**config.mk**
```make
export PLATFORM = sky130hd
export DESIGN_NAME = ulb_break_limiter
export DESIGN_NICKNAME = d
export VERILOG_FILES = /design/src/rtl/ulb_pkg.sv /design/src/rtl/ulb_host_cfg.sv /design/src/rtl/ulb_burst_track.sv /design/src/rtl/ulb_break_gen.sv /design/src/rtl/ulb_break_limiter.sv
export SDC_FILE = /design/constraint.sdc
export NUM_CORES = 1
export LEC_CHECK = 0
export BUFFER_PORTS_ARGS = -buffer_cell sky130_fd_sc_hd__buf_2
export CAP_MARGIN = 25
export CELL_PAD_IN_SITES_DETAIL_PLACEMENT = 1
export CELL_PAD_IN_SITES_GLOBAL_PLACEMENT = 1
export CORE_ASPECT_RATIO = 0.5
export CORE_UTILIZATION = 39
export CTS_CLUSTER_DIAMETER = 80
export DETAILED_ROUTE_END_ITERATION = 7
export PLACE_DENSITY_LB_ADDON = 0.25
export SYNTH_ARGS = -nofsm -noshare
export SYNTH_HDL_FRONTEND = slang
export SYNTH_SLANG_ARGS = --single-unit
```
**constraint.sdc**
```tcl
create_clock -name clk -period 2.25 [get_ports clk]
set_input_delay 0.225 -clock clk [delete_from_list [all_inputs] [get_ports clk]]
set_output_delay 0.225 -clock clk [all_outputs]
set_load 0.1 [all_outputs]
```
**src/rtl/ulb_pkg.sv**
```systemverilog
package ulb_pkg;

  localparam int MODE_W   = 3;
  localparam int MAX_SHIFT = 7;
  localparam int CNT_W    = $clog2(1 << MAX_SHIFT) + 1;

  localparam logic [1:0] TR_IDLE = 2'd0;
  localparam logic [1:0] TR_BUSY = 2'd1;
  localparam logic [1:0] TR_NSEQ = 2'd2;
  localparam logic [1:0] TR_SEQ  = 2'd3;

  localparam logic [2:0] BT_INCR = 3'b001;

  localparam logic [MODE_W-1:0] MODE_UNLIM  = 3'd0;
  localparam logic [MODE_W-1:0] MODE_SINGLE = 3'd1;
  localparam logic [MODE_W-1:0] MODE_RESET  = 3'd4;

  typedef struct packed {
    logic acc;      // NONSEQ or SEQ taken with hready high
    logic nseq;     // transfer type is NONSEQ
    logic incr;     // burst type is undefined-length incrementing
    logic idle_acc; // IDLE seen with hready high
  } xfer_t;

  // Low-bit mask for a power-of-two chunk; all-zero means every beat.
  function automatic logic [CNT_W-1:0] chunk_mask(input logic [MODE_W-1:0] m);
    if (m <= MODE_SINGLE) return '0;
    return (CNT_W'(1) << m) - CNT_W'(1);
  endfunction

endpackage

```
**src/rtl/ulb_host_cfg.sv**
```systemverilog
module ulb_host_cfg
  import ulb_pkg::*;
#(
  parameter int NUM_HOSTS = 13,
  parameter int CFG_AW    = 6,
  parameter int DATA_W    = 32
) (
  input  logic                                clk,
  input  logic                                rst_n,
  input  logic                                wr_en,
  input  logic                                wprot,
  input  logic [CFG_AW-1:0]                   addr,
  input  logic [MODE_W-1:0]                   wmode,
  output logic [DATA_W-1:0]                   rdata,
  output logic [NUM_HOSTS-1:0][MODE_W-1:0]    modes
);

  localparam int IDX_W = CFG_AW - 2;

  logic [IDX_W-1:0]                  idx;
  logic                              in_range;
  logic [NUM_HOSTS-1:0]              wr_hit;
  logic [NUM_HOSTS-1:0][MODE_W-1:0]  mode_q;
  logic [NUM_HOSTS-1:0][MODE_W-1:0]  mode_d;

  assign idx      = addr[CFG_AW-1:2];
  assign in_range = 32'(idx) < NUM_HOSTS;

  for (genvar h = 0; h < NUM_HOSTS; h++) begin : g_host
    assign wr_hit[h] = wr_en && !wprot && in_range && (idx == IDX_W'(h));
    assign mode_d[h] = wr_hit[h] ? wmode : mode_q[h];
  end

  always_ff @(posedge clk or negedge rst_n) begin
    if (!rst_n) begin
      for (int h = 0; h < NUM_HOSTS; h++) mode_q[h] <= MODE_RESET;
    end else if (|wr_hit) begin
      mode_q <= mode_d;
    end
  end

  always_comb begin
    rdata = '0;
    for (int h = 0; h < NUM_HOSTS; h++) begin
      if (in_range && idx == IDX_W'(h)) rdata[MODE_W-1:0] = mode_q[h];
    end
  end

  assign modes = mode_q;

endmodule

```
**src/rtl/ulb_burst_track.sv**
```systemverilog
module ulb_burst_track
  import ulb_pkg::*;
#(
  parameter int SLOT_W = 8
) (
  input  logic              clk,
  input  logic              rst_n,
  input  logic              hready,
  input  logic [1:0]        htrans,
  input  logic [2:0]        hburst,
  output xfer_t             xfer,
  output logic [CNT_W-1:0]  beat_nxt,
  output logic [SLOT_W-1:0] slot_nxt
);

  logic [CNT_W-1:0]  beat_q, beat_d;
  logic [SLOT_W-1:0] slot_q, slot_d, slot_inc;
  logic              active_q, active_d;
  logic              start, finish;

  assign xfer.acc      = hready && htrans[1];
  assign xfer.nseq     = (htrans == TR_NSEQ);
  assign xfer.incr     = (hburst == BT_INCR);
  assign xfer.idle_acc = hready && (htrans == TR_IDLE);

  assign start  = xfer.acc && xfer.nseq && xfer.incr;
  assign finish = xfer.idle_acc || (xfer.acc && !xfer.incr);

  assign slot_inc = (&slot_q) ? slot_q : slot_q + SLOT_W'(1);
  assign beat_nxt = xfer.nseq ? CNT_W'(1) : beat_q + CNT_W'(1);
  assign slot_nxt = xfer.nseq ? SLOT_W'(1) : slot_inc;

  always_comb begin
    beat_d   = beat_q;
    slot_d   = slot_q;
    active_d = active_q;
    if (start) begin
      beat_d   = CNT_W'(1);
      slot_d   = SLOT_W'(1);
      active_d = 1'b1;
    end else if (finish) begin
      beat_d   = '0;
      slot_d   = '0;
      active_d = 1'b0;
    end else begin
      if (xfer.acc) beat_d = beat_nxt;
      if (active_q) slot_d = slot_inc;
    end
  end

  always_ff @(posedge clk or negedge rst_n) begin
    if (!rst_n) begin
      beat_q   <= '0;
      slot_q   <= '0;
      active_q <= 1'b0;
    end else begin
      beat_q   <= beat_d;
      slot_q   <= slot_d;
      active_q <= active_d;
    end
  end

endmodule

```
**src/rtl/ulb_break_gen.sv**
```systemverilog
module ulb_break_gen
  import ulb_pkg::*;
#(
  parameter int SLOT_W = 8,
  parameter int SEG_W  = 8
) (
  input  logic              clk,
  input  logic              rst_n,
  input  xfer_t             xfer,
  input  logic [MODE_W-1:0] mode,
  input  logic [CNT_W-1:0]  beat_nxt,
  input  logic [SLOT_W-1:0] slot_nxt,
  input  logic [SLOT_W-1:0] slot_limit,
  input  logic [SEG_W-1:0]  addr_seg,
  output logic              brk
);

  logic brk_q, brk_d, hit_split, hit_slot, hit_bound, brk_en;

  assign hit_split = (beat_nxt & chunk_mask(mode)) == '0;
  assign hit_slot  = (slot_limit != '0) && (slot_nxt >= slot_limit);
  assign hit_bound = &addr_seg;
  assign brk_en    = xfer.acc || xfer.idle_acc;

  always_comb begin
    brk_d = 1'b0;
    if (xfer.acc && xfer.incr) begin
      brk_d = hit_bound || ((mode == MODE_UNLIM) ? hit_slot : hit_split);
    end
  end

  always_ff @(posedge clk or negedge rst_n) begin
    if (!rst_n)      brk_q <= 1'b0;
    else if (brk_en) brk_q <= brk_d;
  end

  assign brk = brk_q;

endmodule

```
**src/rtl/ulb_break_limiter.sv**
```systemverilog
module ulb_break_limiter
  import ulb_pkg::*;
#(
  parameter int NUM_HOSTS   = 13,
  parameter int HOST_W      = 4,
  parameter int ADDR_W      = 32,
  parameter int CFG_AW      = 6,
  parameter int DATA_W      = 32,
  parameter int SLOT_W      = 8,
  parameter int BOUND_BYTES = 1024,
  parameter int BEAT_BYTES  = 4
) (
  input  logic              clk,
  input  logic              rst_n,
  input  logic              cfg_wr_en,
  input  logic [CFG_AW-1:0] cfg_addr,
  input  logic [DATA_W-1:0] cfg_wdata,
  input  logic              cfg_wprot,
  output logic [DATA_W-1:0] cfg_rdata,
  input  logic [HOST_W-1:0] host_id,
  input  logic [1:0]        htrans,
  input  logic [2:0]        hburst,
  input  logic [ADDR_W-1:0] haddr,
  input  logic              hready,
  input  logic [SLOT_W-1:0] slot_limit,
  output logic              rearb_ok
);

  localparam int BND_LSB = $clog2(BEAT_BYTES);
  localparam int BND_MSB = $clog2(BOUND_BYTES) - 1;
  localparam int SEG_W   = BND_MSB - BND_LSB + 1;

  logic [1:0]                         rst_pipe;
  logic                               rst_int;
  logic [NUM_HOSTS-1:0][MODE_W-1:0]   host_modes;
  logic [MODE_W-1:0]                  cur_mode;
  logic [SEG_W-1:0]                   bnd_seg;
  xfer_t                              xfer;
  logic [CNT_W-1:0]                   beat_nxt;
  logic [SLOT_W-1:0]                  slot_nxt;
  logic                               unused_bits;

  // Asynchronous assert, synchronous release.
  always_ff @(posedge clk or negedge rst_n) begin
    if (!rst_n) rst_pipe <= '0;
    else        rst_pipe <= {rst_pipe[0], 1'b1};
  end
  assign rst_int = rst_pipe[1];

  assign bnd_seg     = haddr[BND_MSB:BND_LSB];
  assign unused_bits = ^{haddr[ADDR_W-1:BND_MSB+1], haddr[BND_LSB-1:0],
                         cfg_wdata[DATA_W-1:MODE_W], cfg_addr[1:0]};

  ulb_host_cfg #(
    .NUM_HOSTS (NUM_HOSTS),
    .CFG_AW    (CFG_AW),
    .DATA_W    (DATA_W)
  ) u_cfg (
    .clk   (clk),
    .rst_n (rst_int),
    .wr_en (cfg_wr_en),
    .wprot (cfg_wprot),
    .addr  (cfg_addr),
    .wmode (cfg_wdata[MODE_W-1:0]),
    .rdata (cfg_rdata),
    .modes (host_modes)
  );

  always_comb begin
    cur_mode = MODE_RESET;
    if (32'(host_id) < NUM_HOSTS) cur_mode = host_modes[host_id];
  end

  ulb_burst_track #(
    .SLOT_W (SLOT_W)
  ) u_track (
    .clk      (clk),
    .rst_n    (rst_int),
    .hready   (hready),
    .htrans   (htrans),
    .hburst   (hburst),
    .xfer     (xfer),
    .beat_nxt (beat_nxt),
    .slot_nxt (slot_nxt)
  );

  ulb_break_gen #(
    .SLOT_W (SLOT_W),
    .SEG_W  (SEG_W)
  ) u_brk (
    .clk        (clk),
    .rst_n      (rst_int),
    .xfer       (xfer),
    .mode       (cur_mode),
    .beat_nxt   (beat_nxt),
    .slot_nxt   (slot_nxt),
    .slot_limit (slot_limit),
    .addr_seg   (bnd_seg),
    .brk        (rearb_ok)
  );

endmodule

```
==> results_tabular.tex <==
\begin{tabular}{lr}
\hline
Metric & Value \\
\hline
\multicolumn{2}{l}{\textbf{Status}} \\
Outcome & finished with violations \\
Violated checks & negative setup slack \\
\multicolumn{2}{l}{\textbf{Critical path}} \\
Largest delay share family, worst path & multiplexers \\
Max stage delay on crit path & 0.48 ns \\
Endpoint class of the critical path & flop \\
Worst setup path category & reg -> reg \\
Sum of buffers and inverters on the critical path & 1 \\
Maximum net fanout on the critical path & 2 \\
Slowest stage cell on the critical path & mux4\_2 \\
Required time at the endpoint of the critical path & 2.46 ns \\
Crit path cell chain & mux4\_2 -> mux2\_4 -> nand2\_4 -> nand2\_2 -> nand2\_1 -> ha\_1 -> inv\_1 -> or3\_1 -> a211oi\_2 -> nor3\_2 -> a31oi\_1 -> o211ai\_2 \\
Data arrival time of the worst path & 2.99 ns \\
Critical path startpoint category & flop \\
\multicolumn{2}{l}{\textbf{Floorplanning}} \\
Std-Cell Core Area & 9760 um2 \\
Overall die area & 10800 um2 \\
Die X & 146 um \\
Floorplan die height & 74.0 um \\
Initial Util & 41.4\% \\
\# IOs & 125 \\
Num rows & 25 \\
\multicolumn{2}{l}{\textbf{STA}} \\
Worst slew margin relative to its limit & 49.4\% \\
Worst Tran Pin Value & 0.758 ns \\
Tightest hold margin & 0.157 ns \\
Hold violation total from the final report & 0 \\
Crit share post-route & 124\% \\
Setup Viol. Count Final & 3 \\
Worst Clk Skew & 0.00348 ns \\
Setup repair after global routing missed its margin & yes \\
Time the worst path needs with I/O delays and setup & 2.78 ns \\
Achievable frequency & 359 MHz \\
Worst-case setup margin in the final layout & -0.534 ns \\
Final number of max-transition violations & 0 \\
\multicolumn{2}{l}{\textbf{Clocking}} \\
Clock tree from TritonCTS & yes \\
Clock net sink count & 58 \\
Clock input transition at the sequential cells of the worst setup and hold paths & 0.05 ns \\
CTS root buffer & clkbuf\_16 \\
H-tree depth & 3 \\
Longest Clk Path Bufs & 2 \\
Total CTS buffers & 9 \\
Insertion delay of the later-clocked pin in the worst-skew pair & 0.33 ns \\
\multicolumn{2}{l}{\textbf{Drt}} \\
Remaining design rule violation count & 0 \\
Routed Antenna Nets & 0 \\
Post-Route WL & 12200 um \\
Starting DRT DRC Count & 189 \\
Final routed wire length divided by cell count & 18.1 um \\
Average via count per standard cell & 5.34 \\
First-pass DRT Iterations & 4 \\
Total via count after detailed routing & 3599 \\
\multicolumn{2}{l}{\textbf{Hold path}} \\
Hold WC Path Type & in -> reg \\
\multicolumn{2}{l}{\textbf{Yosys}} \\
Share of flip-flops with an asynchronous set or reset after synthesis & 100\% \\
Cell types occupying the most area after synthesis & dfrtp\_1, mux2\_2, dfstp\_2 \\
Synth cell types & 57 \\
Cell type contributing the most total cell area after synthesis & dfrtp\_1 \\
Mapped Cells & 421 \\
Number of enable flip-flop cells after synthesis & 0 \\
Post-synthesis average cell area & 9.60 um2 \\
Yosys Warn Count & 0 \\
Summed instance area of the synthesized netlist & 4040 um2 \\
Register area share after synthesis & 36.3\% \\
Area share of the largest cell type after synthesis & 27.9\% \\
Top flip-flop cell by instance count after synthesis & dfrtp\_1 \\
Number of synthesized register bits & 58 \\
\multicolumn{2}{l}{\textbf{Placed design}} \\
Post-Place Cells & 654 \\
Global placer's final weighted congestion & 0.844 \\
Post-DP HPWL & 9020 um \\
Port bufs & 40 \\
\multicolumn{2}{l}{\textbf{Layout}} \\
Layout Utilization & 54.3\% \\
Layout cells sized above 1 & 41.6\% \\
Most frequent standard cell in the layout excluding fill and tap cells & buf\_4 \\
Antenna Diode Count & 0 \\
Fill cells & 1156 \\
Area growth from synthesis to layout & 31.1\% \\
Filler-free cell count of the finished design & 674 \\
Commonest cells after routing, fill and taps aside & buf\_4, nor2\_1, dfrtp\_1, mux2\_2, buf\_2 \\
Total number of nets in the final design & 637 \\
\multicolumn{2}{l}{\textbf{Global route}} \\
Remaining Overflow, GRT & 0 \\
Number of antenna violations at the first check in global routing & 0 \\
Global-route wire length before repair & 20000 um \\
Pin count of the biggest net entering global routing & 57 \\
Number of global-route vias before repair & 3759 \\
Total routing usage reported by global routing & 24.3\% \\
\multicolumn{2}{l}{\textbf{Power and ir drop}} \\
Largest vdd supply drop & 0.411 mV \\
Total Power & 0.00409 W \\
Cell Pwr Density & 773 nW/um2 \\
Lkg Pwr & 2.44 nW \\
\multicolumn{2}{l}{\textbf{Flow run}} \\
Count of maximum capacitance violations & 0 \\
\hline
\end{tabular}
==> stage by stage <==
step                TNS (ns)  instance area, um2  setup slack, ns
floorplan             -0.468                4190           -0.468
global placement      -0.604                4880           -0.604
detailed placement    -0.787                4880           -0.787
CTS                   -0.660                5270           -0.518
global route          -0.936                5300           -0.675
finish                -0.689                5300           -0.534
==> per-layer routing <==
metal | GRT usage [%] | vias to the layer above | share of wire (%)
li1 | - | 1699 | -
met3 | 5.09 | 19 | 5.0
met4 | 8.65 | 0 | 1.9
met2 | 42.8 | 108 | 47
met5 | 0 | - | 0
met1 | 30.4 | 1773 | 46
==> final cells by class <==
class | instances | area, um2 | share of cell area, %
Timing Repair Buffer | 124 | 890 | 16.8
Inverter | 15 | 56.3 | 1.06
Tap cell | 135 | 169 | 3.19
Sequential cell | 58 | 1470 | 27.7
Clock buffer | 14 | 264 | 4.98
Multi-Input combinational cell | 326 | 2410 | 45.6
Clock inverter | 2 | 35.0 | 0.661
==> registers in the layout, summed over array words and instances (netlist names) <==
register and flops:
u_track.slot_q 8, u_cfg.modes 39, u_track.active_q 1, u_brk.brk 1, u_track.beat_q 7, rst_pipe 2
==> timing repair <==
| item | CTS | global route |
|---|---|---|
| hold buffers | 1 | 0 |
| resized for setup | 14 | 6 |
| setup buffers | 3 | 0 |
| pin swaps | 5 | 0 |
| hold endpoints to repair | 2 | 0 |
| cloned | 0 | 0 |
| setup endpoints to repair | 3 | 4 |
==> power by group <==
part / switching, W / internal, W / leakage [nW]
Combinational: 0.000742 / 0.000588 / 1.57
Clock: 0.000478 / 0.000916 / 0.147
Sequential: 0.000135 / 0.00124 / 0.723
==> Yosys cell counts, types with 3 or more instances <==
cell type and n:
dfrtp_1 45, nor2_1 45, mux2_2 39, nand2_1 30, buf_4 29, a21oi_1 17
clkbuf_1 16, inv_1 15, dfstp_2 13, nand3_1 12, nor3_1 12, o21ai_0 12
ha_1 11, mux2i_1 10, mux4_2 10, nand2b_1 8, a22oi_1 7, a211oi_1 6
o22ai_1 6, xor2_1 6, a31oi_1 5, nand4_1 5, nor2b_1 5, nor4_1 5
xnor2_1 5, o31ai_1 4, a22o_1 3
==> path summary, 6_finish.rpt <==
check / startpoint / to / slack [ns] / depth (start not counted)
min: hready / u_track.slot_q[0] / 0.16 / 2
min in group asynchronous: rst_n / rst_pipe[1] / 0.20 / 2
min reg2reg: rst_pipe[0] / rst_pipe[1] / 0.35 / 0
max in group asynchronous: rst_pipe[1] / u_cfg.modes[30] / 1.33 / 1
max: u_cfg.modes[12] / u_brk.brk / -0.53 / 12
max reg2reg: u_cfg.modes[12] / u_brk.brk / -0.53 / 12
==> cell families (layout without fill, tap and decap cells) <==
| logic type | count (synthesis) | count (layout) | synth area share, % |
|---|---|---|---|
| muxes | 61 | 61 | 19.6 |
| AOI/OAI and AO/OA | 78 | 78 | 13.0 |
| buffers and inverters | 65 | 155 | 9.13 |
| xor gates and xnor gates | 11 | 11 | 2.38 |
| adders and majority gates | 11 | 11 | 3.41 |
| other | 2 | 30 | 0.186 |
| and+or+nand+nor | 135 | 135 | 16.0 |
| DFF | 58 | 58 | 36.3 |
No activity file was read; power rests on OpenSTA's default activity.
